$ cat src/rtl/flash_wq_pkg.sv
package flash_wq_pkg;
  localparam int CH_CE = 0;
  localparam int CH_WE = 1;
  localparam int CH_OE = 2;
  localparam int N_CH  = 3;

  typedef enum logic [1:0] {
    ST_HOLD  = 2'd0,
    ST_IDLE  = 2'd1,
    ST_WRITE = 2'd2
  } wq_state_t;
endpackage

$ cat src/rtl/flash_wq_sync.sv
module flash_wq_sync #(
  parameter int W = 1,
  parameter logic [W-1:0] RST_VAL = '1
) (
  input  logic         clk,
  input  logic         rst,
  input  logic [W-1:0] d,
  output logic [W-1:0] q
);
  logic [W-1:0] meta;

  always_ff @(posedge clk) begin
    if (rst) begin
      meta <= RST_VAL;
      q    <= RST_VAL;
    end else begin
      meta <= d;
      q    <= meta;
    end
  end
endmodule

$ cat src/rtl/flash_wq_filter.sv
module flash_wq_filter #(
  parameter int GLITCH_CYCLES = 3
) (
  input  logic clk,
  input  logic rst,
  input  logic in_s,
  output logic out
);
  localparam int CW = (GLITCH_CYCLES < 2) ? 1 : $clog2(GLITCH_CYCLES);
  localparam logic [CW-1:0] LAST = CW'(GLITCH_CYCLES - 1);

  logic [CW-1:0] run;

  always_ff @(posedge clk) begin
    if (rst) begin
      out <= 1'b1;
      run <= '0;
    end else if (in_s == out) begin
      run <= '0;
    end else if (run == LAST) begin
      out <= in_s;
      run <= '0;
    end else begin
      run <= run + 1'b1;
    end
  end

  // the filtered level only moves toward the level the input held
  assert_filter_follows_R5: assert property (@(posedge clk) disable iff (rst)
    !$stable(out) |-> ($past(in_s) == out));
endmodule

$ cat src/rtl/flash_wq_fsm.sv
module flash_wq_fsm
  import flash_wq_pkg::*;
#(
  parameter int ADDR_W        = 21,
  parameter int DATA_W        = 16,
  parameter int GLITCH_CYCLES = 3
) (
  input  logic              clk,
  input  logic              rst,
  input  logic [N_CH-1:0]   ctl_f,
  input  logic              lock_s,
  input  logic [ADDR_W-1:0] addr_in,
  input  logic [DATA_W-1:0] data_in,
  output logic              wr_valid,
  output logic [ADDR_W-1:0] wr_addr,
  output logic [DATA_W-1:0] wr_data,
  output logic              force_read
);
  localparam int SETTLE = GLITCH_CYCLES + 4;
  localparam int SW     = $clog2(SETTLE + 1);
  localparam logic [SW-1:0] SETTLE_LAST = SW'(SETTLE - 1);

  wq_state_t     state;
  logic [SW-1:0] settle_cnt;
  logic          sel_prev;
  logic          ce_f, we_f, oe_f, sel_now, armed;

  assign ce_f    = ctl_f[CH_CE];
  assign we_f    = ctl_f[CH_WE];
  assign oe_f    = ctl_f[CH_OE];
  assign sel_now = ce_f | we_f;
  assign armed   = !ce_f && !we_f && oe_f;

  always_ff @(posedge clk) begin
    if (rst) begin
      state      <= ST_HOLD;
      settle_cnt <= '0;
      sel_prev   <= 1'b1;
      wr_valid   <= 1'b0;
      wr_addr    <= '0;
      wr_data    <= '0;
      force_read <= 1'b1;
    end else begin
      wr_valid <= 1'b0;
      sel_prev <= sel_now;
      case (state)
        ST_HOLD: begin
          force_read <= 1'b1;
          if (lock_s) begin
            settle_cnt <= '0;
          end else if (settle_cnt == SETTLE_LAST) begin
            settle_cnt <= '0;
            force_read <= 1'b0;
            state      <= ST_IDLE;
          end else begin
            settle_cnt <= settle_cnt + 1'b1;
          end
        end
        ST_IDLE: begin
          if (lock_s) begin
            state      <= ST_HOLD;
            force_read <= 1'b1;
          end else if (armed && sel_prev) begin
            state <= ST_WRITE;
          end
        end
        ST_WRITE: begin
          if (lock_s) begin
            state      <= ST_HOLD;
            force_read <= 1'b1;
          end else if (!oe_f) begin
            state <= ST_IDLE;
          end else if (sel_now) begin
            state    <= ST_IDLE;
            wr_valid <= 1'b1;
            wr_addr  <= addr_in;
            wr_data  <= data_in;
          end
        end
        default: begin
          state      <= ST_HOLD;
          force_read <= 1'b1;
        end
      endcase
    end
  end

  assert_strobe_single_R10: assert property (@(posedge clk) disable iff (rst)
    wr_valid |=> !wr_valid);

  assert_lock_forces_read_R7: assert property (@(posedge clk) disable iff (rst)
    lock_s |=> force_read);

  assert_no_write_in_read_R7: assert property (@(posedge clk) disable iff (rst)
    force_read |-> !wr_valid);

  assert_strobe_needs_oe_high_R3: assert property (@(posedge clk) disable iff (rst)
    wr_valid |-> $past(oe_f));
endmodule

$ cat src/rtl/flash_wr_qualifier.sv
module flash_wr_qualifier
  import flash_wq_pkg::*;
#(
  parameter int ADDR_W        = 21,
  parameter int DATA_W        = 16,
  parameter int GLITCH_CYCLES = 3
) (
  input  logic              clk,
  input  logic              rst,
  input  logic              ce_n,
  input  logic              we_n,
  input  logic              oe_n,
  input  logic              supply_low,
  input  logic [ADDR_W-1:0] addr_in,
  input  logic [DATA_W-1:0] data_in,
  output logic              wr_valid,
  output logic [ADDR_W-1:0] wr_addr,
  output logic [DATA_W-1:0] wr_data,
  output logic              force_read
);
  logic [N_CH-1:0] ctl_raw, ctl_s, ctl_f;
  logic            lock_s;

  always_comb begin
    ctl_raw        = '1;
    ctl_raw[CH_CE] = ce_n;
    ctl_raw[CH_WE] = we_n;
    ctl_raw[CH_OE] = oe_n;
  end

  flash_wq_sync #(.W(N_CH), .RST_VAL({N_CH{1'b1}})) u_ctl_sync (
    .clk(clk), .rst(rst), .d(ctl_raw), .q(ctl_s)
  );

  flash_wq_sync #(.W(1), .RST_VAL(1'b1)) u_lock_sync (
    .clk(clk), .rst(rst), .d(supply_low), .q(lock_s)
  );

  for (genvar ch = 0; ch < N_CH; ch++) begin : g_filt
    flash_wq_filter #(.GLITCH_CYCLES(GLITCH_CYCLES)) u_filt (
      .clk(clk), .rst(rst), .in_s(ctl_s[ch]), .out(ctl_f[ch])
    );
  end

  flash_wq_fsm #(
    .ADDR_W(ADDR_W), .DATA_W(DATA_W), .GLITCH_CYCLES(GLITCH_CYCLES)
  ) u_fsm (
    .clk(clk), .rst(rst), .ctl_f(ctl_f), .lock_s(lock_s),
    .addr_in(addr_in), .data_in(data_in),
    .wr_valid(wr_valid), .wr_addr(wr_addr), .wr_data(wr_data),
    .force_read(force_read)
  );
endmodule

$ cat config.mk
export PLATFORM = sky130hd
export DESIGN_NAME = flash_wr_qualifier
export DESIGN_NICKNAME = d
export VERILOG_FILES = /design/src/rtl/flash_wq_pkg.sv /design/src/rtl/flash_wq_sync.sv /design/src/rtl/flash_wq_filter.sv /design/src/rtl/flash_wq_fsm.sv /design/src/rtl/flash_wr_qualifier.sv
export SDC_FILE = /design/constraint.sdc
export NUM_CORES = 1
export LEC_CHECK = 0
export CAP_MARGIN = 10
export CORE_MARGIN = 8
export CORE_UTILIZATION = 60
export CTS_CLUSTER_DIAMETER = 80
export CTS_CLUSTER_SIZE = 10
export DETAILED_ROUTE_END_ITERATION = 12
export DONT_BUFFER_PORTS = 1
export PLACE_DENSITY = 0.8
export SLEW_MARGIN = 0
export SYNTH_ARGS = -nofsm -noshare
export SYNTH_HDL_FRONTEND = slang
export SYNTH_HIERARCHICAL = 1
export SYNTH_SLANG_ARGS = --single-unit
$ cat constraint.sdc
create_clock -name clk -period 2 [get_ports clk]
set_clock_uncertainty 0.1 [all_clocks]
set_input_delay 0 -clock clk [delete_from_list [all_inputs] [get_ports clk]]
set_output_delay 0 -clock clk [all_outputs]
set_load 0.02 [all_outputs]
==> flow_summary_export.csv, run 1 <==
group,metric,value,unit
run_status,status,"completed",
worst_setup_path,slowest_stage,"a222oi_1",
worst_setup_path,worstPathMaxFanout,4,
synth,ys_seq_area_share,52.0,%
floorplan,die_h,79.1,µm
power,peakVddDrop,766,µV
worst_hold_path,hold_end,"u_ctl_sync/meta[2]",
layout,layout-drive-gt1-share,8.79,%
synth,avgSynthCellArea,9.05,µm²
synth,syn-cell-area,2390,µm²
layout,layout_commonest_cell,"dfxtp_1",
floorplan,die_w,79.1,µm
sta,setup_viol,0,
worst_hold_path,hp-start,"oe_n",
floorplan,fp.coreArea,3910,µm²
floorplan,die_area,6260,µm²
power,finalPower,2550,µW
sta,finalHoldViolCount,0,
clock_network,numCtsBuffers,9,
worst_setup_path,path_cells,"inv_1 -> ha_1 -> and3b_1 -> a222oi_1 -> mux2i_1",
synth,synth-seq-cells,62,
floorplan,rows,23,
worst_hold_path,hold_depth,2,
layout,register_area,1240,µm²
drt,vias,2150,
global_route,grt_pass1_vias,1943,
global_route,grt_max_degree,64,
sta,rsz0062_at_grt,"false",
drt,via_per_inst,6.02,
worst_setup_path,r2r_end,"u_fsm/state[0]",
sta,fin_crit_sh,88.5,%
sta,worst_pin_slew,0.710,ns
worst_setup_path,r2r_cells,5,
power,powerDensity,830,nW/µm²
layout,area_growth,28.6,%
synth,async_reset_ff_share,0,%
floorplan,initial_utilization,61.0,%
synth,syn_inst,264,
clock_network,path_clk_slew,0.07,ns
place,port_buffers,0,
sta,layout_setup_ws,0.229,ns
sta,fmax,565,MHz
layout,multiInputGateArea,1040,µm²
worst_setup_path,crit_path_start_kind,"flop",
global_route,antenna_found_initial,0,
worst_setup_path,required,2.16,ns
sta,whs,0.194,ns
worst_setup_path,setup.worst_path.class,"reg2reg",
drt,wire_per_inst,17.9,µm
global_route,grt-ovfl-total,0,
clock_network,cts_tree,"built",
worst_setup_path,max_stage_delay,0.50,ns
sta,finalSetupTns,0,ns
drt,drc,0,
sta,maxSlewViolCount,0,
worst_setup_path,rr_startpoint,"u_fsm/state[0]",
drt,firstDrtPassIters,6,
floorplan,io-pin-count,82,
power,p_leak,0.00108,µW
clock_network,cts-root-buf,"clkbuf_8",
clock_network,h-tree-depth,3,
worst_setup_path,r2r_slack,0.23,ns
clock_network,cts_buffer_depth,2,
drt,wirelength,6.39,mm
global_route,grt_pass1_wl,9.87,mm
layout,utilization,78.5,%
place,preCtsSetupSlack,0.243,ns
sta,slew-limit-headroom,52.7,%
place,gp_congestion,0.768,
drt,drtIter0Drc,264,
layout,final_net_count,352,
sta,min_period,1.77,ns
synth,synth_ff_type,"dfxtp_1",
clock_network,clk_latency,0.33,ns
synth,syn_nets,314,
job,drv_cap,0,
place,post-dp-hpwl,3.50,mm
drt,ant_nets,0,
layout,layout_common_cells,"62 x dfxtp_1, 42 x dlygate4sd3_1, 39 x a21oi_1",
worst_hold_path,hold_path.class,"in2reg",
layout,fillers,258,
clock_network,post_cts_buffers,0,
synth,yosys_warnings,6,
layout,diodes,0,
worst_setup_path,worstPathArrival,1.93,ns
worst_setup_path,crit_path_end_kind,"flop",
synth,synth_edf_count,0,
synth,yosysUniqueCellTypes,33,
global_route,grt_use_total,20.1,%
clock_network,cts.sinks,62,
## cell usage after synthesis (2+ instances only)
| master | n | area [µm²] |
|---|---|---|
| nand3_1 | 37 | 185 |
| a21oi_1 | 39 | 195 |
| nor2b_1 | 5 | 31.3 |
| nor4_1 | 6 | 37.5 |
| o21ai_0 | 37 | 185 |
| nand3b_1 | 2 | 15.0 |
| and3b_1 | 3 | 26.3 |
| clkbuf_1 | 12 | 45.0 |
| buf_1 | 3 | 11.3 |
| o21ai_1 | 3 | 15.0 |
| dfxtp_1 | 62 | 1240 |
| inv_1 | 5 | 18.8 |
| xnor2_1 | 3 | 26.3 |
| nor2_1 | 4 | 15.0 |
| nor3b_1 | 3 | 22.5 |
| a211o_2 | 3 | 30.0 |
| nand4bb_1 | 2 | 22.5 |
| ha_1 | 7 | 87.6 |
| buf_2 | 5 | 25.0 |
| or2_1 | 8 | 50.1 |
| nand2_1 | 2 | 7.51 |
| nand2b_1 | 2 | 12.5 |
## layer usage
metal	share of wire, %	GRT usage (%)	routed length, µm
met5	0	0	0
met4	1.8	9.44	114
met3	10	7.90	645
met2	47	30.7	2990
met1	41	24.1	2640
## kinds of logic (layout without fill, tap and decap cells)
logic type | count (synthesis) | in the layout | share of synthesized area [%]
AOI/OAI and AO/OA | 87 | 87 | 19.6
xor gates and xnor gates | 3 | 3 | 1.10
adders and majority gates | 7 | 7 | 3.67
buffers and inverters | 26 | 69 | 4.40
DFF | 62 | 62 | 52.0
muxes | 1 | 1 | 0.419
and+or+nand+nor | 78 | 78 | 18.9
## layout make-up
class / count / area share (%)
flip-flops and latches: 62 / 40.4
multi-input cells: 176 / 34.0
repair buffers: 48 / 15.8
clock buffers: 13 / 5.82
well taps: 50 / 2.04
clock inverters: 3 / 1.30
inverters: 5 / 0.611
## how the worst max path moves through the flow
stage,start,end,cells past startpoint
floorplan,u_fsm/state[0],u_fsm/state[0],5
global placement,u_fsm/state[0],u_fsm/state[0],5
detailed placement,u_fsm/state[0],u_fsm/state[0],5
CTS,u_fsm/state[0],u_fsm/state[0],5
global route,u_fsm/state[0],u_fsm/state[0],5
finish,u_fsm/state[0],u_fsm/state[0],5
## report_power, final
group	total, µW	internal [µW]	switching, µW
combinational	124	77.7	46.2
clock	1170	707	464
sequential	1250	1250	7.72
total	2550	2030	518
## through the flow
stage | cells | instance area, µm²
floorplan | 264 | 2390
global placement | 298 | 2400
detailed placement | 298 | 2400
CTS | 357 | 3070
global route | 357 | 3070
finish | 357 | 3070
## state kept, by name, summed over array words and instances (netlist names), 2 cells and up
name / cells
u_fsm/wr_addr: 21
u_fsm/wr_data: 16
g_filt.u_filt/run: 6
g_filt.u_filt/out: 3
u_ctl_sync/meta: 3
u_ctl_sync/q: 3
u_fsm/settle_cnt: 3
u_fsm/state: 2
## worst max-delay path, delay by kind of cell, from the launching register on
kind	cells	cell delay [ns]
flip-flops	1	0.37
buffers and inverters	1	0.08
AND/OR/NAND/NOR	1	0.19
multiplexers	1	0.25
adder cells (fa/ha/maj)	1	0.21
AO/OA/AOI/OAI	1	0.50
## timing repair
action / CTS / global route
hold buffers: 43 / 0
resized for setup: 0 / 0
endpoints found under the hold margin: 62 / 0
endpoints found under the setup margin: 0 / 0
No activity file was read; power rests on OpenSTA's default activity.
==> run 2: changes to the inputs <==
==> constraint.sdc (replaced) <==
create_clock -name clk -period 1.7 [get_ports clk]
set_clock_uncertainty 0.1 [all_clocks]
set_input_delay 0 -clock clk [delete_from_list [all_inputs] [get_ports clk]]
set_output_delay 0 -clock clk [all_outputs]
set_load 0.02 [all_outputs]
==> run 2 against run 1 <==
Sequential share of layout area fell by 0.083 points. Maximum frequency increased by 8.8%. Die area stayed put. Highest routed layer unchanged. Flip-flop and latch count is the same. Clock power shrank 5%. Hold slack better by 0.013 ns. Largest cell class unchanged. Non-clock buffer count increased by 4. Global-route usage shrank 0.63 points.
==> flow_summary_export.csv, run 2 (synthesized netlist as in run 1, its figures left out) <==
group,metric,value,unit
layout,diodes,0,
drt,drc,0,
worst_setup_path,r2r_end,"u_fsm/state[0]",
sta,layout_setup_ws,0.0725,ns
global_route,grt_use_total,19.4,%
place,port_buffers,0,
power,power_frac_comb,5.7,%
clock_network,clk_latency,0.32,ns
worst_hold_path,hold_depth,2,
layout,register_area,1240,µm²
global_route,grt_pass1_wl,9.79,mm
drt,wire_per_inst,17.3,µm
floorplan,die_area,6260,µm²
layout,postLayoutCellArea,3080,µm²
drt,ant_nets,0,
place,place_area,2430,µm²
floorplan,rows,23,
job,drv_cap,0,
clock_network,h-tree-depth,3,
global_route,antenna_found_initial,0,
clock_network,numCtsBuffers,9,
clock_network,path_clk_slew,0.06,ns
floorplan,fp.coreArea,3910,µm²
global_route,grt_pass1_vias,1949,
floorplan,initial_utilization,61.0,%
power,finalPower,2740,µW
place,preCtsSetupSlack,0.00109,ns
layout,layout_commonest_cell,"dfxtp_1",
drt,drtIter0Drc,176,
sta,fin_crit_sh,95.7,%
run_status,status,"completed",
layout,largest_registers,"u_fsm/wr_addr: 21 flops, u_fsm/wr_data: 16 flops, g_filt.u_filt/run: 6 flops",
floorplan,die_w,79.1,µm
worst_setup_path,crit_path_start_kind,"flop",
power,p_int,2160,µW
power,p_leak,0.00108,µW
drt,firstDrtPassIters,5,
drt,wirelength,6.22,mm
clock_network,cts_buffer_depth,2,
power,p_sw_share,20.9,%
sta,finalHoldViolCount,0,
layout,layout_common_cells,"60 x dfxtp_1, 42 x dlygate4sd3_1, 39 x a21oi_1",
clock_network,cts-root-buf,"clkbuf_8",
sta,maxSlewViolCount,0,
worst_hold_path,hp-start,"ce_n",
drt,vias,2138,
worst_setup_path,worstPathMaxFanout,3,
worst_setup_path,setup.worst_path.class,"reg2reg",
worst_setup_path,crit_path_end_kind,"flop",
worst_setup_path,rr_startpoint,"u_fsm/state[0]",
clock_network,cts_tree,"built",
sta,rsz0062_at_grt,"true",
layout,regMostFlops,"u_fsm/wr_addr",
worst_hold_path,hold_path.class,"in2reg",
worst_hold_path,hold_end,"u_ctl_sync/meta[0]",
floorplan,die_h,79.1,µm
worst_setup_path,r2r_cells,6,
power,seq_power_share,53.9,%
floorplan,io-pin-count,82,
power,peakVddDrop,595,µV
worst_setup_path,required,1.85,ns
layout,final_net_count,356,
drt,via_per_inst,5.94,
power,p_sw,572,µW
sta,worst_pin_slew,0.416,ns
worst_setup_path,r2r_slack,0.07,ns
layout,largest_reg_flops,21,
layout,area_growth,29.1,%
layout,multiInputGateArea,1060,µm²
layout,fillers,259,
sta,fmax,614,MHz
sta,min_period,1.63,ns
power,powerDensity,887,nW/µm²
global_route,grt-ovfl-total,0,
layout,layout-drive-gt1-share,10.6,%
place,post-dp-hpwl,3.43,mm
global_route,grt_max_degree,64,
place,gp_congestion,0.758,
layout,utilization,78.8,%
power,clkPwrFrac,40.4,%
sta,setup_viol,0,
clock_network,cts.sinks,62,
worst_setup_path,worstPathArrival,1.78,ns
sta,slew-limit-headroom,72.3,%
-- run 2: cell count changes in the layout (fill, tap and decap cells not counted), moves of 2 or more --
cell      change
buf_4         +3
clkbuf_1      +3
clkbuf_8      -2
dfxtp_1       -2
dfxtp_2       +2
ha_1          -2
-- run 2: routing by layer --
layer	vias up	track usage (%)	share of wire, %
li1	1022	-	-
met1	993	23.0	41
met2	115	30.3	47
met3	8	9.03	11
met4	0	6.67	1.2
met5	-	0	0
-- run 2: what timing repair did --
action                     in CTS  in global routing
pin swaps                       1                  1
hold endpoints to repair       62                  0
setup buffers                   1                  1
hold buffers                   43                  0
resized for setup               0                  8
setup endpoints to repair       1                  7
-- run 2: worst max-delay path by stage --
stage	startpoint	end	slack, ns
3_5_place_dp	u_fsm/state[0]	u_fsm/state[0]	0.001
4_1_cts	u_fsm/state[0]	u_fsm/state[0]	0.06
6_report	u_fsm/state[0]	u_fsm/state[0]	0.07
3_3_place_gp	u_fsm/state[0]	u_fsm/state[0]	0.08
2_1_floorplan	u_fsm/state[0]	u_fsm/state[0]	0.11
5_1_grt	u_fsm/state[0]	u_fsm/state[0]	-0.02
-- run 2: layout make-up --
cell class | instances | share of cell area [%]
clock buffers | 14 | 5.27
inverters | 5 | 0.609
well taps | 50 | 2.03
repair buffers | 52 | 17.1
flip-flops and latches | 62 | 40.3
multi-input cells | 176 | 34.5
clock inverters | 1 | 0.162
-- run 2: power by group through the flow --
stage,clock (µW),sequential [µW],combinational [µW]
floorplan,0,1510,45.4
global placement,0,1510,41.3
detailed placement,0,1510,42.5
CTS,1120,1470,151
global route,1200,1480,169
finish,1110,1480,156
-- run 2: critical path: stages, from the launching register on --
cell and delay (ns):
dfxtp_2 0.32, buf_4 0.14, ha_2 0.17, and2b_1 0.17, a222oi_1 0.30, buf_4 0.18
mux2i_1 0.17
-- run 2: metrics by stage --
stage	hold slack, ns	TNS (ns)	std cells
after detailed placement	-0.0217	0	300
after global placement	-0.0226	0	300
after CTS	0.186	0	359
after global routing	0.197	-0.0180	360
after floorplan	-0.0229	0	264
final	0.207	0	360
==> run 3: changes to the inputs <==
==> constraint.sdc (replaced) <==
create_clock -name clk -period 1.8 [get_ports clk]
set_clock_uncertainty 0.1 [all_clocks]
set_input_delay 0 -clock clk [delete_from_list [all_inputs] [get_ports clk]]
set_output_delay 0 -clock clk [all_outputs]
set_load 0.02 [all_outputs]
==> run 3 against run 2 <==
Flip-flop and latch count stayed put. Power is 8.4% lower. Worst setup slack better by 0.043 ns. Register-to-register slack better by 0.04 ns. First-iteration DRC count is 11% higher. Hold slack worse by 0.0035 ns. Clock power is 13% lower.
==> flow_summary_export.csv, run 3 (synthesized netlist as in run 1, its figures left out) <==
group,metric,value,unit
run_status,status,"completed",
sta,finalHoldViolCount,0,
drt,wire_per_inst,18.1,µm
layout,final_net_count,354,
place,port_buffers,0,
job,drv_cap,0,
worst_setup_path,max_stage_delay,0.61,ns
sta,maxSlewViolCount,0,
worst_hold_path,hold_depth,2,
sta,slew-limit-headroom,52.4,%
place,gp_congestion,0.758,
layout,multiInputGateArea,1050,µm²
floorplan,fp.coreArea,3910,µm²
drt,drtIter0Drc,195,
layout,layout_commonest_cell,"dfxtp_1",
worst_setup_path,r2r_end,"u_fsm/wr_addr[11]",
worst_hold_path,hp-start,"ce_n",
power,p_leak,0.00105,µW
clock_network,h-tree-depth,3,
clock_network,cts.sinks,62,
global_route,antenna_found_initial,0,
worst_setup_path,worstPathArrival,1.82,ns
layout,largest_registers,"u_fsm/wr_addr: 21 flops, u_fsm/wr_data: 16 flops, g_filt.u_filt/run: 6 flops",
global_route,grt_use_total,20.1,%
floorplan,die_w,79.1,µm
drt,drc,0,
place,dp.cells,298,
layout,register_area,1240,µm²
sta,min_period,1.68,ns
layout,layout_common_cells,"61 x dfxtp_1, 42 x dlygate4sd3_1, 39 x a21oi_1",
drt,vias,2151,
place,post-dp-hpwl,3.55,mm
worst_setup_path,rr_startpoint,"g_filt[0].u_filt/out",
worst_setup_path,crit_path_end_kind,"flop",
floorplan,rows,23,
worst_setup_path,path_cells,"or2_2 -> nand3_1 -> a21oi_1",
floorplan,die_area,6260,µm²
layout,area_growth,26.6,%
clock_network,clk_latency,0.32,ns
drt,wirelength,6.50,mm
worst_hold_path,hold_path.class,"in2reg",
floorplan,io-pin-count,82,
clock_network,cts_tree,"built",
floorplan,initial_utilization,61.0,%
global_route,grt_pass1_vias,1991,
layout,largest_reg_flops,21,
clock_network,cts_buffer_depth,2,
worst_setup_path,r2r_cells,3,
worst_setup_path,worstPathMaxFanout,37,
clock_network,path_clk_slew,0.06,ns
power,finalPower,2510,µW
sta,rsz0062_at_grt,"false",
global_route,grt-ovfl-total,0,
drt,via_per_inst,6.01,
power,peakVddDrop,582,µV
worst_setup_path,setup.worst_path.class,"reg2reg",
sta,setup_viol,0,
layout,layout-drive-gt1-share,9.09,%
sta,worst_pin_slew,0.714,ns
layout,diodes,0,
clock_network,cts-root-buf,"clkbuf_8",
sta,fmax,594,MHz
clock_network,numCtsBuffers,9,
drt,ant_nets,0,
global_route,grt_max_degree,64,
drt,firstDrtPassIters,5,
worst_hold_path,hold_end,"u_ctl_sync/meta[0]",
global_route,grt_pass1_wl,10.0,mm
sta,finalSetupTns,0,ns
sta,fin_crit_sh,93.6,%
worst_setup_path,r2r_slack,0.12,ns
floorplan,die_h,79.1,µm
worst_setup_path,crit_path_start_kind,"flop",
worst_setup_path,slowest_stage,"or2_2",
power,powerDensity,829,nW/µm²
layout,regMostFlops,"u_fsm/wr_addr",
layout,fillers,259,
layout,stdcell_count,358,
worst_setup_path,required,1.94,ns
[run 3: cell count changes in the layout (fill, tap and decap cells not counted), sizes merged]
| cell | before | now |
|---|---|---|
| buf | 10 | 8 |
| clkbuf | 14 | 13 |
| clkinv | 1 | 2 |
[run 3: report_power, final]
| part | switching [µW] | internal [µW] | leakage (µW) |
|---|---|---|---|
| Clock | 478 | 489 | 0.0000773 |
| Combinational | 54.0 | 90.4 | 0.000472 |
| Sequential | 9.23 | 1390 | 0.000503 |
| Total | 541 | 1960 | 0.00105 |
[run 3: cell type report]
class                           instances  share of cell area [%]
Clock buffer                           13                    4.59
Clock inverter                          2                   0.331
Tap cell                               50                    2.07
Timing Repair Buffer                   50                    16.5
Sequential cell                        62                    41.2
Inverter                                5                   0.621
Multi-Input combinational cell        176                    34.7
[run 3: worst max path at each step]
stage                    startpoint           endpoint  slack [ns]
5_1_grt              u_fsm/state[0]     u_fsm/state[0]        0.02
3_5_place_dp         u_fsm/state[0]     u_fsm/state[0]        0.01
2_1_floorplan        u_fsm/state[0]     u_fsm/state[0]        0.21
4_1_cts              u_fsm/state[0]     u_fsm/state[0]       0.007
3_3_place_gp         u_fsm/state[0]     u_fsm/state[0]        0.12
6_report       g_filt[0].u_filt/out  u_fsm/wr_addr[11]        0.12
[run 3: timing repair]
| action | in CTS | in global routing |
|---|---|---|
| gates resized for setup | 0 | 5 |
| setup buffers | 0 | 2 |
| hold buffers | 43 | 0 |
| setup endpoints to repair | 1 | 5 |
| endpoints found under the hold margin | 62 | 0 |
| pin swaps | 1 | 1 |
[run 3: routing by layer]
layer	up-vias	global-route usage (%)	part of all wire [%]
met4	0	10.4	2.8
met5	-	0	0
li1	1021	-	-
met2	107	32.5	47
met1	1007	23.4	40
met3	16	6.43	10
[run 3: critical path, delay by kind of cell, from the launching register on]
| kind | cells | cell delay (ns) |
|---|---|---|
| AO/OA/AOI/OAI | 1 | 0.22 |
| flip-flops | 1 | 0.42 |
| AND/OR/NAND/NOR | 2 | 0.84 |
[run 3: through the flow]
step / cell area, µm² / util [%] / hold WS [ns] / worst slack (ns)
global placement: 2400 / 61.4 / -0.0223 / 0.115
finish: 3020 / 77.3 / 0.204 / 0.115
detailed placement: 2400 / 61.4 / -0.0187 / 0.0146
CTS: 3000 / 76.7 / 0.190 / 0.00743
global route: 3020 / 77.3 / 0.206 / 0.0239
floorplan: 2390 / - / -0.0229 / 0.213
